$ cat src/rtl/duc_pkg.sv
// Shared widths and sample type for the interpolating upconverter.
// Assumes signed two's-complement samples throughout.
package duc_pkg;
    localparam int SAMP_W   = 16;
    localparam int PHASE_W  = 32;
    localparam int STAGES   = 4;
    typedef logic signed [SAMP_W-1:0] samp_t;
endpackage

$ cat src/rtl/duc_rate_ctrl.sv
// Rate controller: free-running counter that produces, for every stage,
// the strobe on which it takes an input and the strobe on which it emits
// an output. Assumes the enables are static outside reset.
module duc_rate_ctrl #(
    parameter int N_STAGES = 4
) (
    input  logic                clk,
    input  logic                rst_n,
    input  logic [N_STAGES-1:0] stage_en,
    output logic [N_STAGES-1:0] stb_in,
    output logic [N_STAGES-1:0] stb_out,
    output logic                ready
);
    localparam int MW = N_STAGES + 1;

    logic [N_STAGES-1:0] cnt;
    logic [MW-1:0]       cnt_x;

    assign cnt_x = {1'b0, cnt};

    // mask with the lowest 'bits' bits set
    function automatic logic [MW-1:0] low_mask(input int bits);
        logic [MW-1:0] m;
        m = '0;
        for (int b = 0; b < MW; b++) begin
            if (b < bits) m[b] = 1'b1;
        end
        return m;
    endfunction

    // free-running high-rate cycle counter
    always_ff @(posedge clk) begin
        if (!rst_n) cnt <= '0;
        else        cnt <= cnt + 1'b1;
    end

    // walk from the output end; each enabled stage halves the upstream rate
    always_comb begin
        int down;
        down    = 0;
        stb_in  = '0;
        stb_out = '0;
        for (int s = N_STAGES - 1; s >= 0; s--) begin
            stb_out[s] = ((cnt_x & low_mask(down)) == '0);
            if (stage_en[s]) begin
                stb_in[s] = ((cnt_x & low_mask(down + 1)) == '0);
                down      = down + 1;
            end else begin
                stb_in[s] = stb_out[s];
            end
        end
        ready = ((cnt_x & low_mask(down)) == '0);
    end
endmodule

$ cat src/rtl/duc_hb_stage.sv
// One interpolate-by-2 lane: zero insertion folded into a polyphase
// half-band filter with gain 2. Taps (-1,0,9,16,9,0,-1)/16, so the even
// phase is a pure delay and the odd phase is a 4-tap sum.
// Assumes stb_in only occurs together with stb_out when enabled.
module duc_hb_stage #(
    parameter int W = 16
) (
    input  logic                clk,
    input  logic                rst_n,
    input  logic                en,
    input  logic                stb_in,
    input  logic                stb_out,
    input  logic signed [W-1:0] din,
    output logic signed [W-1:0] dout
);
    localparam int AW     = W + 5;
    localparam int RND_SH = 4;
    localparam logic signed [AW-1:0] RND_OFS = AW'(1 << (RND_SH - 1));
    localparam logic signed [AW-1:0] MAXV    = AW'((1 << (W - 1)) - 1);
    localparam logic signed [AW-1:0] MINV    = -MAXV - AW'(1);

    logic signed [W-1:0]  tap [4];
    logic signed [W-1:0]  held;
    logic signed [AW-1:0] near_sum, far_sum, acc, shifted;
    logic signed [W-1:0]  mid;

    // odd-phase filter: 9*(inner pair) - (outer pair), rounded and clamped
    always_comb begin
        near_sum = AW'(tap[1]) + AW'(tap[2]);
        far_sum  = AW'(tap[0]) + AW'(tap[3]);
        acc      = (near_sum <<< 3) + near_sum - far_sum + RND_OFS;
        shifted  = acc >>> RND_SH;
        if (shifted > MAXV)      mid = MAXV[W-1:0];
        else if (shifted < MINV) mid = MINV[W-1:0];
        else                     mid = shifted[W-1:0];
    end

    // delay line and output register, advanced on the stage strobes
    always_ff @(posedge clk) begin
        if (!rst_n) begin
            for (int t = 0; t < 4; t++) tap[t] <= '0;
            held <= '0;
        end else if (en && stb_out) begin
            if (stb_in) begin
                tap[0] <= din;
                tap[1] <= tap[0];
                tap[2] <= tap[1];
                tap[3] <= tap[2];
                held   <= tap[1];
            end else begin
                held   <= mid;
            end
        end
    end

    // a disabled stage is a wire at its input rate
    assign dout = en ? held : din;
endmodule

$ cat src/rtl/duc_nco_mixer.sv
// NCO and real-output complex mixer. A phase accumulator indexes a
// 64-point sine built from a 17-entry quarter-wave table (Q1.15). Output
// is I*cos - Q*sin, rounded and saturated; bypass forwards I unchanged.
module duc_nco_mixer #(
    parameter int W    = 16,
    parameter int PH_W = 32
) (
    input  logic                clk,
    input  logic                rst_n,
    input  logic                mix_en,
    input  logic [PH_W-1:0]     freq,
    input  logic signed [W-1:0] din_i,
    input  logic signed [W-1:0] din_q,
    output logic signed [W-1:0] dout
);
    localparam int TRIG_W = 16;
    localparam int LUT_A  = 6;
    localparam int QA     = LUT_A - 2;
    localparam int PW     = W + TRIG_W + 1;
    localparam logic [LUT_A-1:0]  QUARTER = LUT_A'(1 << QA);
    localparam logic signed [PW-1:0] RND  = PW'(1 << (TRIG_W - 2));
    localparam logic signed [PW-1:0] MAXV = PW'((1 << (W - 1)) - 1);
    localparam logic signed [PW-1:0] MINV = -MAXV - PW'(1);

    logic [PH_W-1:0]          phase;
    logic [LUT_A-1:0]         idx_s, idx_c;
    logic signed [TRIG_W-1:0] sin_v, cos_v;
    logic signed [PW-1:0]     prod_i, prod_q, diff, scaled;
    logic signed [W-1:0]      mixed;

    // quarter-wave magnitudes, 32767*sin(k*pi/32)
    function automatic logic signed [TRIG_W-1:0] quarter(input logic [QA:0] k);
        case (k)
            5'd0:  return 16'sd0;
            5'd1:  return 16'sd3212;
            5'd2:  return 16'sd6393;
            5'd3:  return 16'sd9512;
            5'd4:  return 16'sd12539;
            5'd5:  return 16'sd15446;
            5'd6:  return 16'sd18204;
            5'd7:  return 16'sd20787;
            5'd8:  return 16'sd23170;
            5'd9:  return 16'sd25329;
            5'd10: return 16'sd27245;
            5'd11: return 16'sd28898;
            5'd12: return 16'sd30273;
            5'd13: return 16'sd31356;
            5'd14: return 16'sd32137;
            5'd15: return 16'sd32609;
            default: return 16'sd32767;
        endcase
    endfunction

    // fold a full-turn index onto the quarter table
    function automatic logic signed [TRIG_W-1:0] sine_at(input logic [LUT_A-1:0] idx);
        logic [QA:0]              k;
        logic signed [TRIG_W-1:0] mag;
        k   = {1'b0, idx[QA-1:0]};
        mag = idx[QA] ? quarter(QUARTER[QA:0] - k) : quarter(k);
        return idx[QA+1] ? -mag : mag;
    endfunction

    // table lookup and mixing arithmetic
    always_comb begin
        idx_s  = phase[PH_W-1 -: LUT_A];
        idx_c  = idx_s + QUARTER;
        sin_v  = sine_at(idx_s);
        cos_v  = sine_at(idx_c);
        prod_i = PW'(din_i) * PW'(cos_v);
        prod_q = PW'(din_q) * PW'(sin_v);
        diff   = prod_i - prod_q + RND;
        scaled = diff >>> (TRIG_W - 1);
        if (scaled > MAXV)      mixed = MAXV[W-1:0];
        else if (scaled < MINV) mixed = MINV[W-1:0];
        else                    mixed = scaled[W-1:0];
    end

    // phase accumulator and registered output
    always_ff @(posedge clk) begin
        if (!rst_n) begin
            phase <= '0;
            dout  <= '0;
        end else begin
            phase <= phase + freq;
            dout  <= mix_en ? mixed : din_i;
        end
    end
endmodule

$ cat src/rtl/duc_interp_chain.sv
// Top: input pacing, a cascade of N_STAGES two-lane half-band
// interpolators and the NCO mixer. Assumes cfg_stage_en changes only
// under reset; one output sample per clock.
module duc_interp_chain
    import duc_pkg::*;
#(
    parameter int N_STAGES = STAGES,
    parameter int W        = SAMP_W,
    parameter int PH_W     = PHASE_W
) (
    input  logic                clk,
    input  logic                rst_n,
    input  logic [N_STAGES-1:0] cfg_stage_en,
    input  logic                cfg_mix_en,
    input  logic [PH_W-1:0]     cfg_freq,
    input  logic                in_valid,
    output logic                in_ready,
    input  logic signed [W-1:0] in_i,
    input  logic signed [W-1:0] in_q,
    output logic signed [W-1:0] out_sample
);
    logic [N_STAGES-1:0] stb_in, stb_out;
    logic signed [W-1:0] lane_i [N_STAGES+1];
    logic signed [W-1:0] lane_q [N_STAGES+1];
    logic signed [W-1:0] mix_i, mix_q;

    duc_rate_ctrl #(.N_STAGES(N_STAGES)) u_rate (
        .clk      (clk),
        .rst_n    (rst_n),
        .stage_en (cfg_stage_en),
        .stb_in   (stb_in),
        .stb_out  (stb_out),
        .ready    (in_ready)
    );

    // a missing sample on a ready cycle becomes a zero
    assign lane_i[0] = in_valid ? in_i : '0;
    assign lane_q[0] = in_valid ? in_q : '0;

    for (genvar s = 0; s < N_STAGES; s++) begin : g_stage
        duc_hb_stage #(.W(W)) u_hb_i (
            .clk     (clk),
            .rst_n   (rst_n),
            .en      (cfg_stage_en[s]),
            .stb_in  (stb_in[s]),
            .stb_out (stb_out[s]),
            .din     (lane_i[s]),
            .dout    (lane_i[s+1])
        );
        duc_hb_stage #(.W(W)) u_hb_q (
            .clk     (clk),
            .rst_n   (rst_n),
            .en      (cfg_stage_en[s]),
            .stb_in  (stb_in[s]),
            .stb_out (stb_out[s]),
            .din     (lane_q[s]),
            .dout    (lane_q[s+1])
        );
    end

    assign mix_i = lane_i[N_STAGES];
    assign mix_q = lane_q[N_STAGES];

    duc_nco_mixer #(.W(W), .PH_W(PH_W)) u_mix (
        .clk    (clk),
        .rst_n  (rst_n),
        .mix_en (cfg_mix_en),
        .freq   (cfg_freq),
        .din_i  (mix_i),
        .din_q  (mix_q),
        .dout   (out_sample)
    );
endmodule

$ cat config.mk
export PLATFORM = sky130hd
export DESIGN_NAME = duc_interp_chain
export DESIGN_NICKNAME = d
export VERILOG_FILES = /design/src/rtl/duc_pkg.sv /design/src/rtl/duc_rate_ctrl.sv /design/src/rtl/duc_hb_stage.sv /design/src/rtl/duc_nco_mixer.sv /design/src/rtl/duc_interp_chain.sv
export SDC_FILE = /design/constraint.sdc
export NUM_CORES = 2
export LEC_CHECK = 0
export BUFFER_PORTS_ARGS = -buffer_cell sky130_fd_sc_hd__buf_2
export CAP_MARGIN = 30
export CORE_MARGIN = 5
export CORE_UTILIZATION = 30
export CTS_BUF_LIST = sky130_fd_sc_hd__clkbuf_4
export DETAILED_ROUTE_END_ITERATION = 16
export GPL_TIMING_DRIVEN = 0
export PLACE_DENSITY = 0.52
export SYNTH_ARGS = -nofsm -noshare
export SYNTH_HDL_FRONTEND = slang
export SYNTH_SLANG_ARGS = --single-unit
$ cat constraint.sdc
create_clock -name clk -period 15.7 [get_ports clk]
set_input_delay 2.355 -clock clk [delete_from_list [all_inputs] [get_ports clk]]
set_output_delay 2.355 -clock clk [all_outputs]
set_load 0.01 [all_outputs]
* Word level (Yosys, flattened, before mapping)
Memory sizes are Yosys's and may differ from the RTL's. A register that Yosys moved wholly into a read port is not among the register bits.
Index checks and enable logic that the tools add are counted.
** Storage, ports and cells
- Output and inout bits :: 17
- Memories :: 12
- Flip-flop bits (word level) :: 180
- Bits in writable memories :: 512
- Input bits :: 72
- ROM bits :: 960
** Cells by class
- Bitwise operators :: 40
- $add $sub $neg :: 52
- Mux-type cells :: 152
- Reductions and logical operators :: 11
- Multiply operators :: 2
- $lt $le $gt $ge :: 53
** Memories
- (name not given) :: depth 16, width 15, rd ports 1, clocked after memory_dff 0, wr ports 0, line duc_nco_mixer.sv:33 : case (k)
- (name not given) :: depth 16, width 15, rd ports 1, clocked after memory_dff 1, wr ports 0, line duc_nco_mixer.sv:33
- (name not given) :: depth 16, width 15, rd ports 1, clocked after memory_dff 0, wr ports 0, line duc_nco_mixer.sv:33
- (name not given) :: depth 16, width 15, rd ports 1, clocked after memory_dff 0, wr ports 0, line duc_nco_mixer.sv:33
- g_stage[0].u_hb_i.tap :: depth 4, width 16, rd ports 4, clocked after memory_dff 0, wr ports 4, line duc_hb_stage.sv:22 : logic signed [W-1:0] tap [4];
- g_stage[0].u_hb_q.tap :: depth 4, width 16, rd ports 4, clocked after memory_dff 0, wr ports 4, line duc_hb_stage.sv:22
- +6 memories
** Operators with widths (count)
- two-way mux 16 bit :: 75
- < comparator 3 x 32 -> 1 bit (first input constant) :: 14
- adder 16 x 16 -> 17 bit :: 16
- < comparator 1 x 32 -> 1 bit (first input constant) :: 7
- < comparator 2 x 32 -> 1 bit (first input constant) :: 7
- < comparator 4 x 32 -> 1 bit (first input constant) :: 7
- adder 21 bit :: 8
- adder 21 x 5 -> 21 bit (second input constant) :: 8
- subtractor 21 bit :: 8
- greater-than comparator 17 x 16 -> 1 bit (second input constant) :: 8
- < comparator 17 x 16 -> 1 bit (second input constant) :: 8
- adder 32 x 2 -> 32 bit (second input constant) :: 3
- two-way mux 32 bit :: 3
- two-way mux 1 bit :: 73
- multiplier 16 x 16 -> 32 bit :: 2
- logical NOT 5 bit :: 8
- bitwise AND 4 x 5 -> 5 bit :: 7
- adder 33 x 16 -> 33 bit (second input constant) :: 1
- subtractor 33 bit :: 1
- adder 32 bit :: 1
- negation 16 bit :: 2
- OR 1 bit :: 32
- greater-than comparator 18 x 16 -> 1 bit (second input constant) :: 1
- < comparator 18 x 16 -> 1 bit (second input constant) :: 1
- other kinds (6) :: 9

* Depth between registers and ports, before layout
- Depth in word-level cells :: 17
- Gate-level depth with buffers :: 57
- Mapped depth without buffers :: 50

* Cells and area by module
A second synthesis with hierarchy kept.
** Second synthesis, totals
- Cell total of the unflattened synthesis :: 7892
- Area, all modules :: 76659.8 µm²
** By module, submodules not included
- duc_hb_stage :: times used 8, area each 6167.2 µm², cells each 601, sequential area each 2242.2 µm²
- duc_nco_mixer :: times used 1, area each 26469.1 µm², cells each 2972, sequential area each 1261.2 µm²
- duc_rate_ctrl :: times used 1, area each 598.1 µm², cells each 77, sequential area each 80.1 µm²
- duc_interp_chain :: times used 1, area each 255.2 µm², cells each 35, sequential area each 0.0 µm²

* Worst setup path before layout
No wires, ideal clock.
- Kind :: input port to flip-flop
- Start point :: input port cfg_stage_en[3]
- End point :: memory g_stage[0].u_hb_i.tap[0][0] (enable)
- Data arrival time :: 14.634 ns
- Data required time :: 14.908 ns
- Library setup time :: 0.792 ns
- Slack :: 0.273 ns
- Stages :: 16
- Buffers on the path :: 6
- Path through :: clkbuf_1 -> inv_2 -> buf_1 -> clkbuf_1 -> buf_1 -> ha_1 -> mux2i_1 -> ha_1 -> inv_1 -> ha_1 -> a31oi_1 -> nor2b_1 -> o2111ai_1 -> clkbuf_1 -> clkbuf_1 -> o21ai_0
** RTL lines
- start, declared :: line duc_interp_chain.sv:13 : input logic [N_STAGES-1:0] cfg_stage_en,
- end, declared :: line duc_hb_stage.sv:22

* Worst setup path after layout
- Start point :: register u_mix.phase[27]
- End point :: register u_mix.dout[11]
** On the way
- Word-level cells in the longest chain between the ends :: 14
- Elaborated cells on any way between the ends :: 23
- Those cells by class :: add/sub: 7; mul: 2; order compare: 2; mux: 9; memory: 3
** Ends and longest elaborated chain
- start, declared :: line duc_nco_mixer.sv:25 : logic [PH_W-1:0] phase;
- start signal, assigned :: line duc_nco_mixer.sv:84 : phase <= phase + freq;
- adder 6 x 5 -> 6 bit :: line duc_nco_mixer.sv:66 : idx_c = idx_s + QUARTER;
- subtractor 5 x 4 -> 5 bit :: line duc_nco_mixer.sv:59 : mag = idx[QA] ? quarter(QUARTER[QA:0] - k) : quarter(k);
- memory read (16 x 15 bit)
- two-way mux 16 bit :: line duc_nco_mixer.sv:33
- two-way mux 16 bit :: line duc_nco_mixer.sv:59
- negation 16 bit :: line duc_nco_mixer.sv:60 : return idx[QA+1] ? -mag : mag;
- two-way mux 16 bit :: line duc_nco_mixer.sv:60
- multiplier 16 x 16 -> 32 bit :: line duc_nco_mixer.sv:69 : prod_i = PW'(din_i) * PW'(cos_v);
- subtractor 33 bit (*) :: line duc_nco_mixer.sv:71 : diff = prod_i - prod_q + RND;
- adder 33 x 16 -> 33 bit (*) :: line duc_nco_mixer.sv:71
- < comparator 18 x 16 -> 1 bit :: line duc_nco_mixer.sv:74 : else if (scaled < MINV) mixed = MINV[W-1:0];
- two-way mux 16 bit :: line duc_nco_mixer.sv:74
- two-way mux 16 bit (*) :: line duc_nco_mixer.sv:73 : if (scaled > MAXV) mixed = MAXV[W-1:0];
- two-way mux 16 bit (*) :: line duc_nco_mixer.sv:85 : dout <= mix_en ? mixed : din_i;
- end signal, assigned :: line duc_nco_mixer.sv:85
- end, declared :: line duc_nco_mixer.sv:14 : output logic signed [W-1:0] dout
Every way passes the cells marked *; elsewhere a longest branch is shown, timed or not.
A chain may end at the register's enable or synchronous reset.

==> results_dict.tcl <==
set metrics [dict create \
    endpoint_kind "flip-flop" \
    synth_top_family_by_area "adder cells" \
    final_hold_viol_count 0 \
    clk_pin_slew_ns 0.06 \
    die-area_um2 259000 \
    cp_data_required_time_ns 16.85 \
    viasPerCell 4.96 \
    synth-adder-area-share_pct 32.0 \
    fin_cells 11800 \
    hold_path_class "reg2reg" \
    relSlewSlack_pct 25.6 \
    drt_iter0_drc 4504 \
    synth.most_common_cell "inv_1" \
    die_x_um 509 \
    final_core_util_pct 33.4 \
    ys_seq_area_share_pct 25.9 \
    netlist_area_um2 74600 \
    area_delta_synth_final_pct 11.1 \
    period_needed_ns 15.12 \
    fill_cells 25500 \
    crit_top_cell "a21o_1" \
    nets 9873 \
    post_cts_buffers 0 \
    drive_gt1_share_pct 7.89 \
    vias 58600 \
    ys.flop_type "edfxtp_1" \
    start_kind "flip-flop" \
    worst_path_max_delay_cell "xor2_1" \
    synth_mux_area_share_pct 1.50 \
    synth_area_leaders "edfxtp_1 (21%), fa_1 (18%), ha_1 (14%)" \
    ant_nets 0 \
    hpwl_um 195000 \
    synth_compound_area_share_pct 12.9 \
    cts_buffers 191 \
    synth.distinct_cells 109 \
    skew_ns 0.123 \
    ios 89 \
    gr-usage-all-layers_pct 17.9 \
    die_h_um 509 \
    grt_pass1_vias 59600 \
    syn_nets 9526 \
    first_pass_iters 8 \
    placed_cells 11400 \
    cp_max_fo 10 \
    cts_sinks 707 \
    max_freq_ghz 0.0662 \
    syn_inst 7951 \
    port_buffers 85 \
    yosys.area.top_type "edfxtp_1" \
    synth_edf_count 512 \
    setup_viol 0 \
    row_count 183 \
    initial_utilization_pct 30.1 \
    synth_top_area_share_pct 20.6 \
    slew_viol_final 0 \
    syn_avg_cell_area_um2 9.38 \
    synthArstFlopShare_pct 0 \
    grt-ovfl-total 0 \
    placed_area_um2 80100 \
    yosys-top-cells-count "inv_1 (1,090), ha_1 (833), fa_1 (670), nand2_1 (642), nor2_1 (572)" \
    ys.warnings.count 0 \
    status "finished clean" \
    core_area_um2 248000 \
    cap_violations 0 \
    clock_latency_ns 1.27 \
    fin_crit_sh_pct 96.3 \
    synthXorXnorAreaFrac_pct 5.92 \
    cts.path.max_buffers 3 \
    design_area_um2 82800 \
    detail_route.wl_per_cell_um 19.9 \
    place.gp.congestion 0.910 \
    grt_max_degree 48 \
    cts_tree "yes" \
    crit_type "reg2reg" \
    cp.arrival_ns 16.27 \
    drc 0 \
    ctsHtreeMaxLevel 4 \
    grt_first_pass_wirelength_um 358000 \
    worst_pin_slew_ns 1.08 \
    ys_ff_latch 707 \
    antenna_found_initial 14 \
    totalWireLength_um 235000 \
    cts-root-buf "clkbuf_4" \
    cpPeakStageDelay_ns 0.80 \
    rsz0062_at_grt "no" \
    yosys.area_share.simple_pct 14.9 \
]
kinds of logic after synthesis:
logic type               count (synthesis)
multiplexers                           107
AO/OA/AOI/OAI                         1506
flip-flops                             707
AND/OR/NAND/NOR                       2284
XOR/XNOR                               495
buffers and inverters                 1347
adder cells (fa/ha/maj)               1505
worst paths after layout:
path | from | end | slack, ns | cells after the start
worst max-delay path | u_mix.phase[27] | u_mix.dout[11] | 0.58 | 51
worst min-delay path | g_stage[1].u_hb_q.held[15] | g_stage[1].u_hb_q.held[15] | 0.44 | 2
worst max register to register | u_mix.phase[27] | u_mix.dout[11] | 0.58 | 51
worst min register to register | g_stage[1].u_hb_q.held[15] | g_stage[1].u_hb_q.held[15] | 0.44 | 2
sequential cells by signal, indices dropped and copies added, names as in the netlist, named ones only:
register	flops
g_stage.u_hb_q.tap	256
u_mix.dout	16
g_stage.u_hb_q.held	64
u_mix.phase	32
g_stage.u_hb_i.held	64
u_rate.cnt	4
g_stage.u_hb_i.tap	256
metal layers:
| metal | track usage (%) | wire length (µm) | share of wire, % |
|---|---|---|---|
| met1 | 25.1 | 109000 | 46 |
| met2 | 28.3 | 104000 | 44 |
| met3 | 3.17 | 15700 | 6.7 |
| met4 | 5.47 | 7380 | 3.1 |
| met5 | 0 | 27 | 0.011 |
worst max-delay path, delay by kind of cell, from the launching register on:
kind | cells | cell delay (ns)
xor+xnor | 3 | 1.17
buf+inv | 11 | 2.52
simple gates | 5 | 0.96
fa+ha+maj | 11 | 4.67
compound gates | 21 | 5.19
flops | 1 | 0.53
placed cells by master (no fill, tap or decap), types with 38 or more instances in the layout:
master / synthesis / layout
dfxtp_1: 195 / 195
fa_1: 670 / 670
buf_4: 6 / 44
and2_1: 295 / 295
xor2_1: 180 / 179
o211ai_1: 39 / 39
and3_1: 263 / 263
clkbuf_4: 0 / 289
buf_2: 38 / 125
o21a_1: 56 / 56
nand3_1: 106 / 106
nor2_1: 572 / 572
mux2i_1: 75 / 75
nor2b_1: 76 / 76
ha_1: 833 / 833
a21oi_1: 444 / 444
o21ai_0: 349 / 347
nor3_1: 91 / 91
clkbuf_1: 181 / 177
nand2_1: 642 / 640
a21o_1: 144 / 144
xnor2_1: 308 / 307
nand2b_1: 120 / 120
o21bai_1: 81 / 81
clkinv_1: 1 / 38
inv_1: 1090 / 1090
edfxtp_1: 512 / 512
a31oi_1: 49 / 49
per-stage QoR:
stage	setup TNS [ns]	setup slack, ns	hold WS [ns]
detailed placement	-3.09	-0.317	0.433
floorplan	0	0.273	0.415
CTS	0	0.575	0.442
global placement	-1530.40	-6.53	0.432
global route	0	0.0406	0.460
finish	0	0.585	0.443
cell type report:
class                           instances  area (µm²)  share of cell area, %
Multi-Input combinational cell       5897       50200                   60.6
Antenna cell                           22        55.1                 0.0665
Buffer                                252        1080                   1.31
Clock inverter                         74         531                  0.641
Inverter                             1095        4110                   4.96
Tap cell                             3330        4170                   5.03
Clock buffer                          288        2160                   2.61
Sequential cell                       707       19300                   23.3
Timing Repair Buffer                  154        1260                   1.52
what timing repair did:
action,CTS,global route
resized for setup,0,1
hold endpoints to repair,0,0
setup endpoints to repair,0,12
hold buffers,0,0
Power is not shown: default switching activity piles up to over one toggle a cycle in this logic, so the estimate is an artifact.
